File: config.mk
export PLATFORM = sky130hd
export DESIGN_NAME = mdio_host
export DESIGN_NICKNAME = d
export VERILOG_FILES = /design/src/rtl/mdio_pkg.sv /design/src/rtl/mdio_mdc_gen.sv /design/src/rtl/mdio_frame_engine.sv /design/src/rtl/mdio_csr.sv /design/src/rtl/mdio_host.sv
export SDC_FILE = /design/constraint.sdc
export NUM_CORES = 1
export LEC_CHECK = 0
export BUFFER_PORTS_ARGS = -buffer_cell sky130_fd_sc_hd__buf_2
export CORE_MARGIN = 5
export CORE_UTILIZATION = 62
export DETAILED_ROUTE_END_ITERATION = 7
export HOLD_SLACK_MARGIN = 0.1
export PLACE_DENSITY = 0.92
export SYNTH_ARGS = -nofsm -noshare
export SYNTH_HDL_FRONTEND = slang
export SYNTH_SLANG_ARGS = --single-unit
File: constraint.sdc
create_clock -name clk -period 5.8 [get_ports clk]
set_input_delay 0.58 -clock clk [delete_from_list [all_inputs] [get_ports clk]]
set_output_delay 0.58 -clock clk [all_outputs]
set_load 0.02 [all_outputs]
File: src/rtl/mdio_pkg.sv
// Shared constants and types for the MDIO management master.
// Assumes word-addressed registers on a 2-bit offset bus.
package mdio_pkg;
    localparam int CTRL_OFS   = 0;
    localparam int CMD_OFS    = 1;
    localparam int STATUS_OFS = 2;

    localparam int DIV_W      = 7;
    localparam int WORD_W     = 32;
    localparam int RD_W       = 16;
    localparam int PRE_LEN    = 32;

    // Opcode value (command bits 29:28) that marks a read frame
    localparam logic [1:0] OP_READ = 2'b10;

    typedef struct packed {
        logic             pre_en;
        logic [DIV_W-1:0] div;
    } mdio_ctrl_t;
endpackage

File: src/rtl/mdio_mdc_gen.sv
// MDC generator: divides clk by 2*(div+1) while run is high, treating
// div==0 as 1. It flags the cycle before each MDC rising and falling edge.
// Assumes run stays high until the cycle in which the last fall tick occurs.
module mdio_mdc_gen #(
    parameter int DIV_W = 7
) (
    input  logic             clk,
    input  logic             rst_n,
    input  logic             run,
    input  logic [DIV_W-1:0] div,
    output logic             mdc,
    output logic             rise_tick,
    output logic             fall_tick
);
    logic [DIV_W-1:0] cnt;
    logic [DIV_W-1:0] term;
    logic             at_term;

    // Effective half-period terminal count
    always_comb term = (div == '0) ? DIV_W'(1) : div;

    assign at_term   = run && (cnt == term);
    assign rise_tick = at_term && !mdc;
    assign fall_tick = at_term && mdc;

    // Half-period counter and MDC toggle
    always_ff @(posedge clk) begin
        if (!rst_n || !run) begin
            cnt <= '0;
            mdc <= 1'b0;
        end else if (cnt == term) begin
            cnt <= '0;
            mdc <= ~mdc;
        end else begin
            cnt <= cnt + 1'b1;
        end
    end
endmodule

File: src/rtl/mdio_frame_engine.sv
// Frame engine: on start, sends an optional preamble of ones, then the
// command word MSB first. Bits advance on MDC fall ticks. For reads it
// releases the bus from the turnaround and shifts in data on rise ticks.
// Assumes start is only asserted while idle.
module mdio_frame_engine #(
    parameter int WORD_W  = 32,
    parameter int RD_W    = 16,
    parameter int PRE_LEN = 32
) (
    input  logic              clk,
    input  logic              rst_n,
    input  logic              start,
    input  logic [WORD_W-1:0] cmd,
    input  logic              pre_en,
    input  logic              rise_tick,
    input  logic              fall_tick,
    input  logic              mdio_i,
    output logic              busy,
    output logic              done,
    output logic              done_rd,
    output logic              mdio_o,
    output logic              mdio_oe,
    output logic [RD_W-1:0]   rd_data
);
    import mdio_pkg::*;

    localparam int POS_W    = $clog2(WORD_W);
    localparam int PRE_W    = $clog2(PRE_LEN);
    localparam int TA_POS   = WORD_W - RD_W - 2;
    localparam int DATA_POS = WORD_W - RD_W;

    logic              in_pre;
    logic [PRE_W-1:0]  pre_cnt;
    logic [POS_W-1:0]  pos;
    logic [WORD_W-1:0] sh;
    logic              is_rd;
    logic [RD_W-1:0]   rd_sh;
    logic              last_bit;
    logic              released;

    assign last_bit = !in_pre && (pos == POS_W'(WORD_W - 1));
    assign released = is_rd && !in_pre && (pos >= POS_W'(TA_POS));
    assign done     = busy && fall_tick && last_bit;
    assign done_rd  = done && is_rd;
    assign mdio_o   = busy ? (in_pre ? 1'b1 : sh[WORD_W-1]) : 1'b1;
    assign mdio_oe  = busy && !released;
    assign rd_data  = rd_sh;

    // Frame sequencing: load on start, advance on MDC fall ticks
    always_ff @(posedge clk) begin
        if (!rst_n) begin
            busy    <= 1'b0;
            in_pre  <= 1'b0;
            pre_cnt <= '0;
            pos     <= '0;
            sh      <= '0;
            is_rd   <= 1'b0;
        end else if (start && !busy) begin
            busy    <= 1'b1;
            in_pre  <= pre_en;
            pre_cnt <= '0;
            pos     <= '0;
            sh      <= cmd;
            is_rd   <= (cmd[WORD_W-3:WORD_W-4] == OP_READ);
        end else if (busy && fall_tick) begin
            if (in_pre) begin
                if (pre_cnt == PRE_W'(PRE_LEN - 1))
                    in_pre <= 1'b0;
                pre_cnt <= pre_cnt + 1'b1;
            end else if (last_bit) begin
                busy <= 1'b0;
            end else begin
                pos <= pos + 1'b1;
                sh  <= {sh[WORD_W-2:0], 1'b0};
            end
        end
    end

    // Read data capture on MDC rise ticks during the data phase
    always_ff @(posedge clk) begin
        if (!rst_n) begin
            rd_sh <= '0;
        end else if (busy && rise_tick && is_rd && !in_pre &&
                     (pos >= POS_W'(DATA_POS))) begin
            rd_sh <= {rd_sh[RD_W-2:0], mdio_i};
        end
    end
endmodule

File: src/rtl/mdio_csr.sv
// Register file: control (divider, preamble), command word with read-data
// merge, and a sticky write-one-to-clear completion flag where set wins.
// Assumes one write strobe per cycle; reads are combinational.
module mdio_csr #(
    parameter int ADDR_W = 2,
    parameter int WORD_W = 32,
    parameter int DIV_W  = 7,
    parameter int RD_W   = 16
) (
    input  logic              clk,
    input  logic              rst_n,
    input  logic              bus_wr,
    input  logic [ADDR_W-1:0] bus_addr,
    input  logic [WORD_W-1:0] bus_wdata,
    output logic [WORD_W-1:0] bus_rdata,
    input  logic              busy,
    input  logic              done,
    input  logic              done_rd,
    input  logic [RD_W-1:0]   rd_data,
    output logic              start,
    output logic [DIV_W-1:0]  div,
    output logic              pre_en,
    output logic [WORD_W-1:0] cmd_q,
    output logic              status_flag
);
    import mdio_pkg::*;

    mdio_ctrl_t ctrl_q;
    logic       wr_ctrl, wr_cmd, wr_stat;

    assign wr_ctrl = bus_wr && (bus_addr == ADDR_W'(CTRL_OFS));
    assign wr_cmd  = bus_wr && (bus_addr == ADDR_W'(CMD_OFS));
    assign wr_stat = bus_wr && (bus_addr == ADDR_W'(STATUS_OFS));
    assign start   = wr_cmd && !busy;
    assign div     = ctrl_q.div;
    assign pre_en  = ctrl_q.pre_en;

    // Control register
    always_ff @(posedge clk) begin
        if (!rst_n)
            ctrl_q <= '0;
        else if (wr_ctrl)
            ctrl_q <= mdio_ctrl_t'(bus_wdata[DIV_W:0]);
    end

    // Command register: loaded at launch, low half replaced by read data
    always_ff @(posedge clk) begin
        if (!rst_n)
            cmd_q <= '0;
        else if (start)
            cmd_q <= bus_wdata;
        else if (done_rd)
            cmd_q[RD_W-1:0] <= rd_data;
    end

    // Completion flag: set on frame end, W1C, set has priority
    always_ff @(posedge clk) begin
        if (!rst_n)
            status_flag <= 1'b0;
        else if (done)
            status_flag <= 1'b1;
        else if (wr_stat && bus_wdata[0])
            status_flag <= 1'b0;
    end

    // Read-back multiplexer
    always_comb begin
        bus_rdata = '0;
        case (int'(bus_addr))
            CTRL_OFS:   bus_rdata[DIV_W:0] = ctrl_q;
            CMD_OFS:    bus_rdata = cmd_q;
            STATUS_OFS: bus_rdata[0] = status_flag;
            default:    bus_rdata = '0;
        endcase
    end
endmodule

File: src/rtl/mdio_host.sv
// Top of the MDIO management master: ties the register file, the MDC
// generator and the frame engine together. Assumes a single clock domain
// and an external pull-up on MDIO.
module mdio_host #(
    parameter int ADDR_W = 2
) (
    input  logic        clk,
    input  logic        rst_n,
    input  logic        bus_wr,
    input  logic [1:0]  bus_addr,
    input  logic [31:0] bus_wdata,
    output logic [31:0] bus_rdata,
    input  logic        mdio_i,
    output logic        mdc,
    output logic        mdio_o,
    output logic        mdio_oe
);
    import mdio_pkg::*;

    logic             busy, done, done_rd, start;
    logic             rise_tick, fall_tick;
    logic [RD_W-1:0]  rd_data;
    logic [DIV_W-1:0] div;
    logic             pre_en;
    logic [WORD_W-1:0] cmd_q;
    logic             status_flag;

    mdio_csr #(
        .ADDR_W(ADDR_W), .WORD_W(WORD_W), .DIV_W(DIV_W), .RD_W(RD_W)
    ) u_csr (
        .clk(clk), .rst_n(rst_n),
        .bus_wr(bus_wr), .bus_addr(bus_addr), .bus_wdata(bus_wdata),
        .bus_rdata(bus_rdata),
        .busy(busy), .done(done), .done_rd(done_rd), .rd_data(rd_data),
        .start(start), .div(div), .pre_en(pre_en),
        .cmd_q(cmd_q), .status_flag(status_flag)
    );

    mdio_mdc_gen #(.DIV_W(DIV_W)) u_mdc (
        .clk(clk), .rst_n(rst_n), .run(busy), .div(div),
        .mdc(mdc), .rise_tick(rise_tick), .fall_tick(fall_tick)
    );

    mdio_frame_engine #(
        .WORD_W(WORD_W), .RD_W(RD_W), .PRE_LEN(PRE_LEN)
    ) u_eng (
        .clk(clk), .rst_n(rst_n), .start(start), .cmd(bus_wdata),
        .pre_en(pre_en), .rise_tick(rise_tick), .fall_tick(fall_tick),
        .mdio_i(mdio_i), .busy(busy), .done(done), .done_rd(done_rd),
        .mdio_o(mdio_o), .mdio_oe(mdio_oe), .rd_data(rd_data)
    );
endmodule

==> summary.md, run 1 <==
| Metric | Value |
|---|---|
| Post-synthesis mux area share | roughly 9.9% |
| Net Count, Synth | roughly 680 |
| Period minus WS final | 2850 ps |
| Final #Nets | 715 |
| Post-Route Setup TNS | 0 ps |
| Synth Area in Adders | 1.13% |
| GPL Wtd Cong | between 0.8 and 0.9 |
| Grt ovf | 0 |
| Via count | 4644 |
| Sequential cell area | roughly 2200 sq um |
| Final Cycle Share | 49.2% |
| Layout area overhead | 8.91% |
| Worst-margin pin slew | 1200 ps |
| Arr. time, crit path | 3120 ps |
| Crit path largest cell delay | 710 ps |
| Antenna diodes | 0 |
| DR top layer | met4 |
| Vias per cell | 5.92 |
| CP Cell Sequence | nor4_4 -> mux2i_1 -> nand4_1 -> nor2_2 -> buf_4 -> a211oi_1 |
| Worst skew pair latency | 380 ps |
| Max Clk Rate | 350 MHz |
| WP buf/inv | 1 |
| Crit path max fanout | 18 |
| Vias in the first global route | 4557 |
| GRT Overall Usage | ~22% |
| # Post-CTS Setup Buffers | 0 |
| Worst path slowest cell | nor2_2 |
| Flop and latch count out of synthesis | 110 |
| Initial Util | 63.6% |
| PwrDens | 238 nW/um^2 |
| CTS tree | built |
| Post-synthesis compound-gate area fraction | 21.4% |
| Post-detail-place hpwl | ~8400 um |
| Io pins | 73 |
| Max Slew Vio Count | 0 |
| Post-Syn Area | 5520 sq um |
| CTS max path bufs | 2 |
| Met3 wire len | 589 um |
| Top FF cell, synth | dfxtp_1 |
| Kind of end point of the critical path | flop |
| Met2 WL post-DR | between 6000 and 7000 um |
| Gate Count Post-Synth | 634 |
| CTS HTree Levels | 3 |
| Largest family of logic cells by synthesized area | compound AO/OA/AOI/OAI gates |
| Setup Skew | ~13 ps |
| WP data required | 6060 ps |
| Post-layout util | 69.2% |
| Mean post-synth cell area | slightly below 9 sq um |
| Clk root buf | clkbuf_8 |
| Crit Path Class | reg -> reg |
| Hold Crit Start | bus_wdata[20] |
| Row Count | 34 |
| Critical Path Source | u_csr.div[6] |
| Setup violators final | 0 |
| Worst r2r src | u_csr.div[6] |
| Largest net degree at the start of global routing | just under 70 |
| Hold_buf cts | 0 |
| Post-Synth XOR/XNOR Area | between 1.5 and 2% |
| Initial antenna violation count | 0 |
| Die height | ~100 um |
| DRT antenna net count | 0 |
| EDFF count, synth | 0 |
| CTS Buf Count | 9 |
| RSZ-0062 raised after global routing | false |
| CP delay by family, top | simple AND/OR/NAND/NOR gates |
| LEAKAGE | 2.43 nW |
| DRC Markers | 0 |
| Simple-Gate Fraction of Synth Area | 21.0% |
| Run status | completed |
| Clk sinks | 110 |
| Die Span X | 104 um |
| Number of iterations in the first detailed-routing pass | 5 |
| Max-Cap Viols | 0 |
| Maximum vdd drop | 0.000119 V |
| First-pass GRT wire length | around 21000 um |
| Relative slew slack | between 20% and 30% |
| DRT Wirelength | between 10000 and 15000 um |
| Layout cells sized above 1 | between 10% and 20% |
| Port Buffers | 72 |
| Hold Vio Cnt, Final | 0 |
| Seq/Total Area, Yosys | ~40% |
| Initial DRC Count | 303 |
| Multi-input logic area | 3060 sq um |
| CORE AREA | 8680 sq um |
| Hold Crit Class | in -> reg |
| Synth unique cells | 45 |
| Fill cells | 687 |
| Die area | 10900 sq um |
| Avg WL per Cell | 15.8 um |
| Async SR Flop Fraction | 0% |
| Worst-path clk slew | 110 ps |
| CP startpoint kind | flop |
| Yosys warning count | 0 |
| M1 WL | 5530 um |
| Resized cells post-CTS | 0 |
-- worst register-to-register path: stages, from the launching register on --
cell	delay, ps
dfxtp_1	400
nor4_4	330
mux2i_1	350
nand4_1	510
nor2_2	710
buf_4	350
a211oi_1	110
-- cell usage in the layout, fill, tap and decap left out, types with 8 or more instances in the layout --
cell type,count
o21ai_0,40
and2_1,24
a21oi_1,10
mux2_4,10
mux2i_1,33
clkbuf_8,10
nor2b_1,28
buf_2,72
nand2_1,89
a21boi_0,81
a211oi_1,32
xor2_1,8
nor2_1,42
nand3_1,11
dfxtp_1,110
-- path summary, 6_finish.rpt --
check	cells after the start	end	slack, ps
min	3	u_csr.cmd_q[20]	450
max	6	u_eng.sh[15]	2950
max reg2reg	6	u_eng.sh[15]	2950
min reg2reg	2	u_csr.cmd_q[20]	470
-- synthesized netlist by cell type, drive strengths merged, types with 3 or more instances --
cell	instances	area (sq um)
nor3	7	35.0
a31oi	4	25.0
nand2	89	334
a211oi	32	240
nor2	45	171
mux2i	33	330
buf	26	164
dfxtp	110	2200
xnor2	4	35.0
ha	5	62.6
and2	24	150
a21boi	81	608
o21ai	40	200
xor2	8	70.1
nand3b	3	22.5
mux2	16	218
nand3	11	55.1
and3	8	55.1
a21oi	10	50.1
clkbuf	24	90.1
nor4	3	48.8
nor2b	28	175
-- registers in the layout (all words and copies together) (netlist names) --
signal and count:
u_eng.pos 5, u_eng.pre_cnt 5, u_mdc.cnt 7, u_eng.busy 1, u_mdc.mdc 1, u_csr.div 7, u_eng.in_pre 1, u_csr.cmd_q 32
u_csr.pre_en 1, u_csr.status_flag 1, u_eng.sh 32, u_eng.rd_data 16, u_eng.is_rd 1
-- power breakdown --
group | internal (W) | total [W] | switching, W
clock | 0.000215 | 0.000480 | 0.000265
combinational | 0.0000614 | 0.000163 | 0.000101
sequential | 0.000777 | 0.000788 | 0.0000115
total | 0.00105 | 0.00143 | 0.000378
-- through the flow --
step                      total power [W]  setup slack [ps]  instance area, sq um  instances  hold slack (ps)
final                             0.00143              2950                  6010        785              446
after global placement           0.000957              2930                  5800        769              445
after detailed placement         0.000966              2810                  5800        769              453
after CTS                         0.00143              2920                  6010        785              442
after floorplan                  0.000923              3710                  5520        634              439
after global routing              0.00149              2590                  6010        785              452
-- per-layer routing --
metal / track usage, % / vias to the layer above
li1: - / 2268
met3: 4.16 / 22
met5: 0 / -
met4: 8.97 / 0
met2: 37.6 / 118
met1: 28.4 / 2236
-- area by class of cell --
| class | count | share of cell area, % |
|---|---|---|
| inverter | 2 | 0.125 |
| tap | 108 | 2.25 |
| sequential | 110 | 36.7 |
| timing repair buffer | 77 | 6.62 |
| multi-input combinational | 472 | 50.9 |
| clock buffer | 10 | 2.29 |
| clock inverter | 6 | 1.15 |
-- kinds of logic after synthesis --
group	count (synthesis)
AND/OR/NAND/NOR	232
XOR/XNOR	12
adder cells (fa/ha/maj)	5
flip-flops	110
multiplexers	49
AO/OA/AOI/OAI	174
buffers and inverters	52
(Power assumes the default switching activity.)
==> run 2, diff against run 1 <==
Settings changed: CORE_UTILIZATION 62 to 58, PLACE_DENSITY 0.92 to 0.87.
Clock period 5.8 ns to 2.8 ns, I/O delays scaled along.
==> run 2 against run 1 <==
Core utilization down 3.2 points. Setup slack worse by 2600 ps. Register-to-register slack worse by 2600 ps. Critical endpoint is now u_eng.pre_cnt[2]. Highest routed layer unchanged.
==> summary.md, run 2 (synthesized netlist as in run 1, its figures left out) <==
| Metric | Value |
|---|---|
| Run status | completed |
| Relative slew slack | 53.4% (+33 points) |
| Avg WL per Cell | 15.3 um (-2.9%) |
| Worst-path clk slew | 110 ps (about the same) |
| CORE AREA | 9240 sq um (+6.5%) |
| Post-Route Setup TNS | 0 ps (unchanged) |
| Clk root buf | clkbuf_8 |
| DP Worst Slack | 442 ps (-2370 ps) |
| Die area | 11600 sq um (+6.2%) |
| Max Slew Vio Count | 0 (unchanged) |
| Hold Vio Cnt, Final | 0 (unchanged) |
| CTS HTree Levels | 3 (unchanged) |
| Hold Crit Class | in -> reg |
| Row Count | 35 (+2.9%) |
| Io pins | 73 (unchanged) |
| Period minus WS final | 2440 ps (-412 ps) |
| CP startpoint kind | flop |
| Initial Util | 59.7% (-3.9 points) |
| Met2 WL post-DR | 6080 um (+0.30%) |
| Most common cell after layout, fill and taps aside | dfxtp_1 |
| DRT antenna net count | 0 (unchanged) |
| DRC Markers | 0 (unchanged) |
| Worst skew pair latency | 370 ps (about the same) |
| Vias in the first global route | 4425 (-2.9%) |
| Setup Skew | 11.4 ps (-1.77 ps) |
| PwrDens | 483 nW/um^2 (+100%) |
| Non-filler cells in the finished layout | 814 (+3.7%) |
| Placed cells | 798 (+3.8%) |
| Worst-margin pin slew | 700 ps (-497 ps) |
| Maximum vdd drop | 0.000265 V (+120%) |
| Area after DPL | 5900 sq um (+1.7%) |
| Number of iterations in the first detailed-routing pass | 5 (unchanged) |
| Setup violators final | 0 (unchanged) |
| Port Buffers | 72 (unchanged) |
| Crit path max fanout | 14 (-4) |
| Antenna diodes | 0 (unchanged) |
| DR top layer | met4 |
| GRT Overall Usage | 21.7% (-0.78 points) |
| M1 WL | 5480 um (-0.80%) |
| Die Span X | 108 um (+3.1%) |
| Max-Cap Viols | 0 (unchanged) |
| Fill cells | 741 (+7.9%) |
| Initial antenna violation count | 0 (unchanged) |
| CTS max path bufs | 2 (unchanged) |
| RSZ-0062 raised after global routing | false |
| Fin worst setup slack | 357 ps (-2590 ps) |
| Largest net degree at the start of global routing | 52 (-24%) |
| Die height | 108 um (+3.1%) |
| Resized cells post-CTS | 0 (unchanged) |
| GPL Wtd Cong | 0.860 (+7.0%) |
| # Post-CTS Setup Buffers | 0 (unchanged) |
| DRT Wirelength | 12500 um (+0.73%) |
| Initial DRC Count | 326 (+7.6%) |
| Vias per cell | 5.71 (-3.5%) |
| Layout cells sized above 1 | 18.8% (+0.81 points) |
| Final Cycle Share | 87.2% (+38 points) |
| WP data required | 3090 ps (-2970 ps) |
| Via count | 4646 (+0.043%) |
| Grt ovf | 0 (unchanged) |
| Final #Nets | 723 (+1.1%) |
| Min Hold Slack | 157 ps (-289 ps) |
| Met3 wire len | 673 um (+14%) |
| Crit Path Class | reg -> reg |
| CTS Buf Count | 9 (unchanged) |
| First-pass GRT wire length | 20700 um (-0.83%) |
| Kind of end point of the critical path | flop |
| Most frequent cells in the layout | 110 x dfxtp_1, 89 x nand2_1, 81 x a21boi_0 |
| Layout area overhead | 10.6% |
| Post-detail-place hpwl | 8530 um (+2.1%) |
| Hold_buf cts | 0 (unchanged) |
| Final instance area | 6100 sq um (+1.5%) |
| Clk sinks | 110 (unchanged) |
| LEAKAGE | 2.47 nW (+1.5%) |
| Arr. time, crit path | 2740 ps (-380 ps) |
| Max Clk Rate | 409 MHz (+17%) |
| CTS tree | built |
-- run 2: cell types whose count changed in the layout (fill, tap and decap cells not counted), sizes merged --
cell,delta
buf,+8
inv,-2
clkinv,+2
-- run 2: path summary, 6_finish.rpt --
kind	startpoint	end	slack (ps)	cells past startpoint
min	bus_wdata[16]	u_csr.cmd_q[16]	160	3
min reg2reg	u_csr.cmd_q[16]	u_csr.cmd_q[16]	470	2
max reg2reg	u_csr.div[6]	u_eng.pre_cnt[2]	360	5
max	u_csr.div[6]	u_eng.pre_cnt[2]	360	5
-- run 2: cell type report --
cell class,count,area (sq um),area share [%]
multi-input combinational,472,3060,50.1
sequential,110,2200,36.1
timing repair buffer,85,470,7.71
tap,129,161,2.65
clock buffer,10,128,2.09
clock inverter,6,72.6,1.19
inverter,2,7.51,0.123
-- run 2: routing by layer --
layer / vias to the layer above / global-route usage [%]
met1: 2177 / 28.0
met4: 0 / 7.03
li1: 2292 / -
met2: 150 / 37.0
met3: 27 / 3.42
met5: - / 0
-- run 2: where the power goes --
part | switching [W] | internal, W | total (W)
clock | 0.000547 | 0.000421 | 0.000968
sequential | 0.0000246 | 0.00161 | 0.00163
combinational | 0.000209 | 0.000135 | 0.000344
-- run 2: critical path, stage by stage, from the launching register on --
cell     delay (ps)
dfxtp_1         390
nor4_4          310
mux2i_1         360
nand4_1         500
or4_1           640
a21oi_1         160
-- run 2: stage by stage --
stage,util [%],power (W)
2_1_floorplan,-,0.00191
5_1_grt,66.0,0.00307
6_report,66.0,0.00295
3_5_place_dp,63.9,0.00201
4_1_cts,66.0,0.00296
3_3_place_gp,63.9,0.00199
